===== src/rtl/txc_pkg.sv =====
package txc_pkg;
    localparam int NUM_BUF = 4;
    localparam int ID_W    = 11;

    typedef struct packed {
        logic pend;   // request waiting or on the bus
        logic act;    // currently handed to the engine
        logic defer;  // cancel held until done
        logic sent;   // transmission occurred
        logic cfin;   // cancellation finished
    } slot_t;

    function automatic slot_t slot_next(input slot_t s, input logic add, input logic cxl,
                                        input logic start, input logic done, input logic ok);
        slot_t n;
        n = s;
        if (done) begin
            n.act = 1'b0;
            if (ok) begin
                n.sent = 1'b1;
                n.pend = 1'b0;
            end
            if (s.defer || cxl) begin
                n.cfin = 1'b1;
                n.pend = 1'b0;
            end
            n.defer = 1'b0;
        end else if (cxl && s.act) begin
            n.defer = 1'b1;
        end else if (cxl && s.pend) begin
            n.pend = 1'b0;
            n.cfin = 1'b1;
        end
        if (start) n.act = 1'b1;
        if (add && !s.act) begin
            n.pend = 1'b1;
            n.sent = 1'b0;
            n.cfin = 1'b0;
        end
        return n;
    endfunction
endpackage


===== src/rtl/txc_slot.sv =====
module txc_slot
    import txc_pkg::*;
(
    input  logic  clk,
    input  logic  rst,
    input  logic  add_i,
    input  logic  cxl_i,
    input  logic  start_i,
    input  logic  done_i,
    input  logic  ok_i,
    output slot_t st_o
);
    slot_t st_q;

    always_ff @(posedge clk) begin
        if (rst) st_q <= '0;
        else     st_q <= slot_next(st_q, add_i, cxl_i, start_i, done_i, ok_i);
    end

    assign st_o = st_q;
endmodule


===== src/rtl/txc_pick.sv =====
module txc_pick #(
    parameter int NBUF = 4,
    parameter int IDW  = 11,
    localparam int IDXW = (NBUF > 1) ? $clog2(NBUF) : 1
) (
    input  logic [NBUF-1:0]     cand,
    input  logic [NBUF*IDW-1:0] ids,
    output logic                any_o,
    output logic [IDXW-1:0]     idx_o
);
    logic [IDW-1:0] best_id;

    always_comb begin
        any_o   = 1'b0;
        idx_o   = '0;
        best_id = '1;
        for (int i = 0; i < NBUF; i++) begin
            if (cand[i] && (!any_o || ids[i*IDW +: IDW] < best_id)) begin
                any_o   = 1'b1;
                idx_o   = IDXW'(i);
                best_id = ids[i*IDW +: IDW];
            end
        end
    end
endmodule


===== src/rtl/txc_ctrl.sv =====
module txc_ctrl
    import txc_pkg::*;
#(
    parameter int NBUF = NUM_BUF,
    parameter int IDW  = ID_W,
    localparam int IDXW = (NBUF > 1) ? $clog2(NBUF) : 1
) (
    input  logic                clk,
    input  logic                rst,
    input  logic [NBUF-1:0]     add_req,
    input  logic [NBUF-1:0]     cxl_req,
    input  logic [NBUF*IDW-1:0] buf_ids,
    input  logic                tx_ready,
    output logic                tx_start,
    output logic [IDXW-1:0]     tx_start_idx,
    input  logic                tx_done,
    input  logic                tx_ok,
    output logic [NBUF-1:0]     pend_vec,
    output logic [NBUF-1:0]     sent_vec,
    output logic [NBUF-1:0]     cfin_vec
);
    slot_t           slots [NBUF];
    logic [NBUF-1:0] act_vec;
    logic [NBUF-1:0] defer_vec;
    logic [NBUF-1:0] cand;
    logic [NBUF-1:0] start_sel;
    logic            any_cand;
    logic            busy;
    logic [IDXW-1:0] pick_idx;

    assign busy     = |act_vec;
    assign cand     = pend_vec & ~act_vec & ~cxl_req;
    assign tx_start = tx_ready && !busy && any_cand;
    assign tx_start_idx = pick_idx;

    txc_pick #(.NBUF(NBUF), .IDW(IDW)) pick_i (
        .cand  (cand),
        .ids   (buf_ids),
        .any_o (any_cand),
        .idx_o (pick_idx)
    );

    for (genvar g = 0; g < NBUF; g++) begin : g_slot
        assign start_sel[g] = tx_start && (pick_idx == IDXW'(g));

        txc_slot slot_i (
            .clk     (clk),
            .rst     (rst),
            .add_i   (add_req[g]),
            .cxl_i   (cxl_req[g]),
            .start_i (start_sel[g]),
            .done_i  (tx_done && act_vec[g]),
            .ok_i    (tx_ok),
            .st_o    (slots[g])
        );

        assign pend_vec[g]  = slots[g].pend;
        assign sent_vec[g]  = slots[g].sent;
        assign cfin_vec[g]  = slots[g].cfin;
        assign act_vec[g]   = slots[g].act;
        assign defer_vec[g] = slots[g].defer;
    end
endmodule


===== config.mk =====
export PLATFORM = sky130hd
export DESIGN_NAME = txc_ctrl
export DESIGN_NICKNAME = d
export VERILOG_FILES = /design/src/rtl/txc_pkg.sv /design/src/rtl/txc_slot.sv /design/src/rtl/txc_pick.sv /design/src/rtl/txc_ctrl.sv
export SDC_FILE = /design/constraint.sdc
export NUM_CORES = 1
export LEC_CHECK = 0
export ABC_AREA = 1
export ABC_CLOCK_PERIOD_IN_PS = 8710
export BUFFER_PORTS_ARGS = -buffer_cell sky130_fd_sc_hd__buf_2
export CORE_MARGIN = 1.5
export CORE_UTILIZATION = 47
export CTS_CLUSTER_DIAMETER = 200
export CTS_CLUSTER_SIZE = 20
export DETAILED_ROUTE_END_ITERATION = 8
export PLACE_DENSITY_LB_ADDON = 0.15
export SLEW_MARGIN = 20
export SYNTH_ARGS = -nofsm -noshare
export SYNTH_HDL_FRONTEND = slang
export SYNTH_SLANG_ARGS = --single-unit

===== constraint.sdc =====
create_clock -name clk -period 8.71 [get_ports clk]
set_clock_uncertainty 0.1 [all_clocks]
set_input_delay 0.871 -clock clk [delete_from_list [all_inputs] [get_ports clk]]
set_output_delay 0.871 -clock clk [all_outputs]
set_load 0.1 [all_outputs]

==> key figures, run 1 <==
Worst setup path
  – Register-to-register setup slack: 3450 ps
  – Critical Path AT: 5910 ps
  – WS Path Type: in -> out
  – Type of origin of the critical path: input port
  – Crit-path slowest cell: buf_2
  – Stages on worst setup path: 32
  – Max incr delay on CP: 430 ps
  – Critical path buffer and inverter count: 4
  – CP Capture Type: primary output
  – Crit path top cell by count: nand2_1
  – FF-to-FF Start: g_slot[0].slot_i.st_o[3]$_SDFFE_PP0P_
  – Crit Path Max Fanout: 26
  – Crit path max-delay family: simple AND/OR/NAND/NOR gates
  – Worst Path Required: 7740 ps
  – Worst r2r dst: g_slot[0].slot_i.st_o[3]$_SDFFE_PP0P_
  – Reg2Reg Depth: 31

STA
  – Final hold viol count: 0
  – Fin crit share: 79.0%
  – Min Tclk post-route: 6880 ps
  – Fin worst setup slack: 1830 ps
  – Setup TNS: 0 ps
  – Least-Margin Pin Slew: 485 ps
  – Max Clk Rate: 145 MHz
  – Final hold slack: 345 ps
  – Final setup vio count: 0
  – Worst slew margin: 67.9%
  – Slew Limit Fails: 0
  – Unrepaired setup endpoints after global routing: false

Flow run
  – Maxcap violations: 0

Floorplan
  – Die Wd: 66.6 µm
  – Rows: 22
  – Initial core utilization: 50.4%
  – Core Region: 0.00377 mm²
  – I/O pin count: 72
  – Die ar.: 0.00443 mm²
  – Die height: 66.6 µm

Detailed routing
  – DRT Pass-1 Iters: 6
  – Starting DRT DRC Count: 81
  – Vias post-DR: 2084
  – Post-route DRC violation count: 0
  – Avg Vias per Cell: 5.07
  – WL/cell: 11.1 µm
  – Post-DRT Antenna Nets: 0
  – Total Wirelength: 4580 µm

Pwr
  – Leakage power: 0.00130 µW
  – PwrDens: 127 mW/mm²
  – VDD IR max: 0.114 mV

Clock tree
  – Worst-case clock buffer depth: 2
  – Post-CTS setup buffers: 0
  – Root buffer cell: clkbuf_8
  – TritonCTS clock tree: yes
  – Hold bufs inserted after CTS: 0
  – Post_cts resized: 0
  – H-tree levels: 1
  – Clk_lat worst skew: 270 ps
  – TritonCTS Sinks: 20
  – CTS clock-pin slew for the worst setup and hold paths: 80 ps
  – Inserted Clock Buffers: 3

Synth
  – Post-synth top area share: 21.1%
  – Mean post-synth cell area: 6.44 µm²
  – Sequential fraction of the synthesis area: 21.1%
  – Flops & latches, synth: 20
  – Cell Area, Synth: 0.00190 mm²
  – Ys Warns: 0
  – Syn nets: 381
  – Area leader, netlist: dfxtp_1
  – Mapped Cells: 295
  – Synth cell types: 23
  – Synth area leaders: dfxtp_1, ha_1, nand2_1

Global routing
  – First-pass GRT wire length: 7360 µm
  – Largest net degree at the start of global routing: 27
  – Antenna violations before repair: 0
  – Global route total overflow: 0
  – Vias in the first global route: 1771
  – GRT Total Usage: 21.1%

Cells and area
  – Fin nets: 450
  – Number of flip-flops in the largest register: 20
  – Area grow syn2layout: 24.1%
  – Ant diodes: 0
  – Layout cells sized above 1: 24.5%
  – Fill cells: 378

Min path
  – Hold WC Path Type: reg -> reg
  – Hold Crit Depth: 2
  – Hold Startpoint: g_slot[2].slot_i.st_o[1]$_SDFFE_PP0P_
  – Worst hold path endpoint: g_slot[2].slot_i.st_o[1]$_SDFFE_PP0P_

Placement
  – Input/output buffers: 71
  – Pre-CTS worst setup slack: 1850 ps
  – GP Congestion: 0.801
  – Post-DP HPWL: 3880 µm

Status
  – Outcome: complete, no violations
==> how the worst max path moves through the flow <==
stage / start / endpoint / slack [ps]
2_1_floorplan: g_slot[0].slot_i.st_o[4]$_SDFFE_PP0P_ / tx_start_idx[0] / 1870
3_3_place_gp: cxl_req[0] / tx_start_idx[1] / 2020
3_5_place_dp: cxl_req[0] / tx_start_idx[1] / 1850
4_1_cts: cxl_req[0] / tx_start_idx[0] / 1850
5_1_grt: cxl_req[0] / tx_start_idx[0] / 1420
6_report: cxl_req[0] / tx_start_idx[0] / 1830
==> cells by family after synthesis <==
logic type | synth area share [%]
compound gates | 18.2
fa+ha+maj | 19.1
buf+inv | 8.23
flops | 21.1
simple gates | 33.3
==> layout by cell type (no fill, tap or decap), drive strengths merged, types with 2 or more instances in the layout <==
master,count
clkbuf,3
nand2,90
o21ai,26
buf,71
nor2,22
ha,29
a21oi,30
inv,34
nor3,6
a211oi,3
nand3,15
o221a,2
nand4,8
dfxtp,20
==> synthesized netlist by cell type (all sizes together) <==
cell type,n
inv,34
ha,29
nor2,22
nand2,90
a21o,1
nor3,6
buf,2
a211oi,3
o211a,1
o21ai,26
clkbuf,5
a21oi,30
dfxtp,20
nand4,8
nand3,15
o221a,2
nor4,1
==> stage by stage <==
step | instances | utilization, % | area, µm² | total power (µW)
finish | 411 | 62.5 | 2360 | 300
CTS | 411 | 62.5 | 2360 | 301
detailed placement | 407 | 60.6 | 2290 | 209
floorplan | 295 | - | 1900 | 178
global placement | 407 | 60.6 | 2290 | 208
global route | 411 | 62.5 | 2360 | 316
==> layer usage <==
metal | track usage [%] | share of wire [%] | vias to the layer above
li1 | - | - | 1130
met1 | 30.7 | 51 | 908
met2 | 32.9 | 43 | 44
met3 | 4.56 | 5.1 | 2
met4 | 2.04 | 0.37 | 0
met5 | 0 | 0 | -
==> final cells by class <==
class | instances | area (µm²) | area share [%]
inverter | 34 | 128 | 5.41
clock buffer | 3 | 41.3 | 1.75
sequential | 20 | 400 | 17.0
clock inverter | 1 | 30.0 | 1.27
multi-input combinational | 234 | 1340 | 57.0
tap | 48 | 60.1 | 2.55
timing repair buffer | 71 | 355 | 15.1
==> worst reg2reg max path: cells and delay by family (launching register included) <==
family                     cells  cell delay (ps)
AOI/OAI and AO/OA              8             1580
adders and majority gates      3              920
buffers and inverters          1              140
DFF                            1              480
and+or+nand+nor               19             1950
==> power by group <==
part / switching, µW / internal, µW
sequential: 2.92 / 94.5
clock: 32.3 / 61.4
combinational: 74.1 / 35.2
total: 109 / 191
Note: power is estimated with default switching activity, not from simulation.
==> run 2: changes to the inputs <==
Settings changed: ABC_AREA 1 to 0, ABC_CLOCK_PERIOD_IN_PS 8710 to 7140.
Clock period 8.71 ns to 7.14 ns, I/O delays scaled along.
==> run 2 against run 1 <==
Against the previous run: synthesized cell count decreased by 14%; worst hold slack improved by 36 ps; sequential power increased by 23%; utilization increased by 0.96 points; routed wire length increased by 17%; total power increased by 22%; die area increased by 6.5%; sequential share of layout area decreased by 1.5 points; worst setup slack got worse by 1400 ps; critical endpoint unchanged.
==> key figures, run 2 <==
Status
  – Outcome: complete, no violations

Synth
  – Post-synth top area share: 19.7%
  – Post-synth EDFFs: 0
  – Syn nets: 340
  – Sequential fraction of the synthesis area: 19.7%
  – Area leader, netlist: dfxtp_1
  – Synth cell types: 50
  – Synth area leaders: dfxtp_1, ha_1, nor2_1
  – Flops & latches, synth: 20
  – Mean post-synth cell area: 7.99 µm²
  – Synth Flop Type: dfxtp_1
  – Mapped Cells: 254
  – Async set or reset register ratio after synthesis: 0%
  – Cell Area, Synth: 0.00203 mm²
  – Count leader, synth: nor2_1
  – Most frequent cells after synthesis: nor2_1, ha_1, o21ai_0
  – Ys Warns: 0

Clock tree
  – Worst-case clock buffer depth: 2
  – CTS clock-pin slew for the worst setup and hold paths: 70 ps
  – TritonCTS clock tree: yes
  – Inserted Clock Buffers: 3
  – H-tree levels: 1
  – Hold bufs inserted after CTS: 0
  – Root buffer cell: clkbuf_8
  – TritonCTS Sinks: 20
  – Clk_lat worst skew: 260 ps

Cells and area
  – Fin nets: 415
  – Commonest non-fill, non-tap cells in the layout: buf_2, nor2_1, ha_1, a21oi_1, dfxtp_1
  – Ant diodes: 0
  – Layout cells sized above 1: 38.2%
  – Area of the multi-input gates: 0.00159 mm²
  – Sequential cell area: 402 µm²
  – Most common cell after layout, fill and taps aside: buf_2
  – Post-Layout Cell Count: 377
  – Final core occ: 63.5%
  – Design area: 0.00259 mm²
  – Fill cells: 390
  – Number of flip-flops in the largest register: 20
  – Area grow syn2layout: 27.8%

Worst setup path
  – Type of origin of the critical path: input port
  – CP Launch Point: cxl_req[0]
  – Register-to-register setup slack: 1460 ps
  – Crit Path Max Fanout: 20
  – FF-to-FF Start: g_slot[0].slot_i.st_o[4]$_SDFFE_PP0P_
  – WS Path Type: in -> out
  – Worst Path Required: 6330 ps
  – Critical Path AT: 5930 ps
  – CP Capture Type: primary output

STA
  – Min Tclk post-route: 6740 ps
  – Final hold slack: 381 ps
  – Least-Margin Pin Slew: 675 ps
  – Final setup vio count: 0
  – Worst slew margin: 54.9%
  – Unrepaired setup endpoints after global routing: false
  – Fin crit share: 94.4%
  – Slew Limit Fails: 0
  – Final hold viol count: 0
  – Max Clk Rate: 148 MHz

Detailed routing
  – Post-DRT Antenna Nets: 0
  – Avg Vias per Cell: 5.73
  – Vias post-DR: 2159
  – DRT Pass-1 Iters: 5
  – Total Wirelength: 5350 µm
  – WL/cell: 14.2 µm
  – M1 WL: 2440 µm
  – Max layer used: met4
  – Metal2 WL: 2550 µm
  – Starting DRT DRC Count: 113
  – Post-route DRC violation count: 0
  – Wire length on met3: 291 µm

Floorplan
  – I/O pin count: 72
  – Die ar.: 0.00472 mm²
  – Rows: 23
  – Die Wd: 68.7 µm
  – Die height: 68.7 µm
  – Initial core utilization: 49.7%
  – Core Region: 0.00409 mm²

Pwr
  – Leakage power: 0.00114 µW
  – VDD IR max: 0.130 mV
  – Total power: 367 µW
  – PwrDens: 142 mW/mm²

Placement
  – # placed instances: 370
  – Input/output buffers: 71
  – GP Congestion: 0.871
  – Cell Area, Placed: 0.00249 mm²
  – Post-DP HPWL: 4200 µm

Global routing
  – Largest net degree at the start of global routing: 21
  – Vias in the first global route: 1888
  – First-pass GRT wire length: 8090 µm
  – GRT Total Usage: 22.1%
  – Antenna violations before repair: 0
  – Global route total overflow: 0

Flow run
  – Maxcap violations: 0

Min path
  – Hold WC Path Type: reg -> reg
  – Hold Startpoint: g_slot[3].slot_i.st_o[1]$_SDFFE_PP0P_
==> run 2: cell types whose count changed in the layout (fill, tap and decap cells not counted), moves of 5 or more <==
cell	before	now
a21oi_1	30	19
nor2_1	21	39
nor2b_1	0	7
o21ai_1	0	5
or3_2	0	9
o22ai_1	0	6
inv_1	34	9
o21ai_0	25	13
a21oi_2	0	10
nand2_1	83	6
nand3_1	13	2
a211oi_1	3	12
buf_4	0	8
==> run 2: what timing repair did <==
| action | CTS | global route |
|---|---|---|
| resized for setup | 5 | 12 |
| cloned | 0 | 1 |
| endpoints found under the setup margin | 2 | 2 |
| buffers inserted | 0 | 3 |
==> run 2: routing by layer <==
| metal | vias to the layer above | GRT usage (%) |
|---|---|---|
| li1 | 1101 | - |
| met1 | 979 | 29.4 |
| met2 | 72 | 38.2 |
| met3 | 7 | 1.46 |
| met4 | 0 | 6.86 |
| met5 | - | 0 |
==> run 2: worst paths after layout <==
kind,cells past startpoint,endpoint
worst min register to register,2,g_slot[3].slot_i.st_o[1]$_SDFFE_PP0P_
worst max-delay path,27,tx_start_idx[0]
worst max register to register,25,g_slot[0].slot_i.st_o[3]$_SDFFE_PP0P_
worst min-delay path,2,g_slot[3].slot_i.st_o[1]$_SDFFE_PP0P_
==> run 2: area by class of cell <==
type                    instances  share of cell area, %
inverters                       9                   1.30
repair buffers                 80                   17.9
well taps                      50                   2.41
multi-input cells             215                   61.3
clock buffers                   3                   1.59
flip-flops and latches         20                   15.5
==> run 2: report_power, final <==
group | total [µW] | internal, µW | switching, µW
clock | 75.0 | 37.7 | 37.3
sequential | 120 | 116 | 3.99
combinational | 173 | 64.2 | 109
total | 367 | 218 | 150
==> run 2: kinds of logic (layout without fill, tap and decap cells) <==
kind of cell	Yosys count	after routing	synth area share, %
multiplexers	1	1	0.493
adder cells (fa/ha/maj)	29	29	17.9
flip-flops	20	20	19.7
AND/OR/NAND/NOR	89	90	23.7
XOR/XNOR	1	1	0.432
buffers and inverters	20	92	4.44
AO/OA/AOI/OAI	94	94	33.4
==> run 2: metrics by stage <==
step | worst slack [ps] | TNS, ps
2_1_floorplan | 153 | 0
3_3_place_gp | -119 | -224
3_5_place_dp | -312 | -610
4_1_cts | 36.7 | 0
5_1_grt | 7.09 | 0
6_report | 397 | 0
==> run 2: critical path: stages <==
cell	delay [ps]
buf_2	100
or3b_4	440
buf_4	190
nor2_1	90
ha_1	230
o21ai_0	70
a211oi_1	90
a32o_2	290
nor4_4	380
or3_2	230
o21ai_2	60
ha_1	300
nand4_1	200
a211oi_4	350
o21ai_2	90
nand2_2	110
a41oi_4	50
buf_12	190
nor2_1	130
a21oi_2	50
ha_1	280
nand4_1	120
a2111oi_2	420
o221ai_2	190
a21oi_2	240
o21ai_2	110
buf_12	180
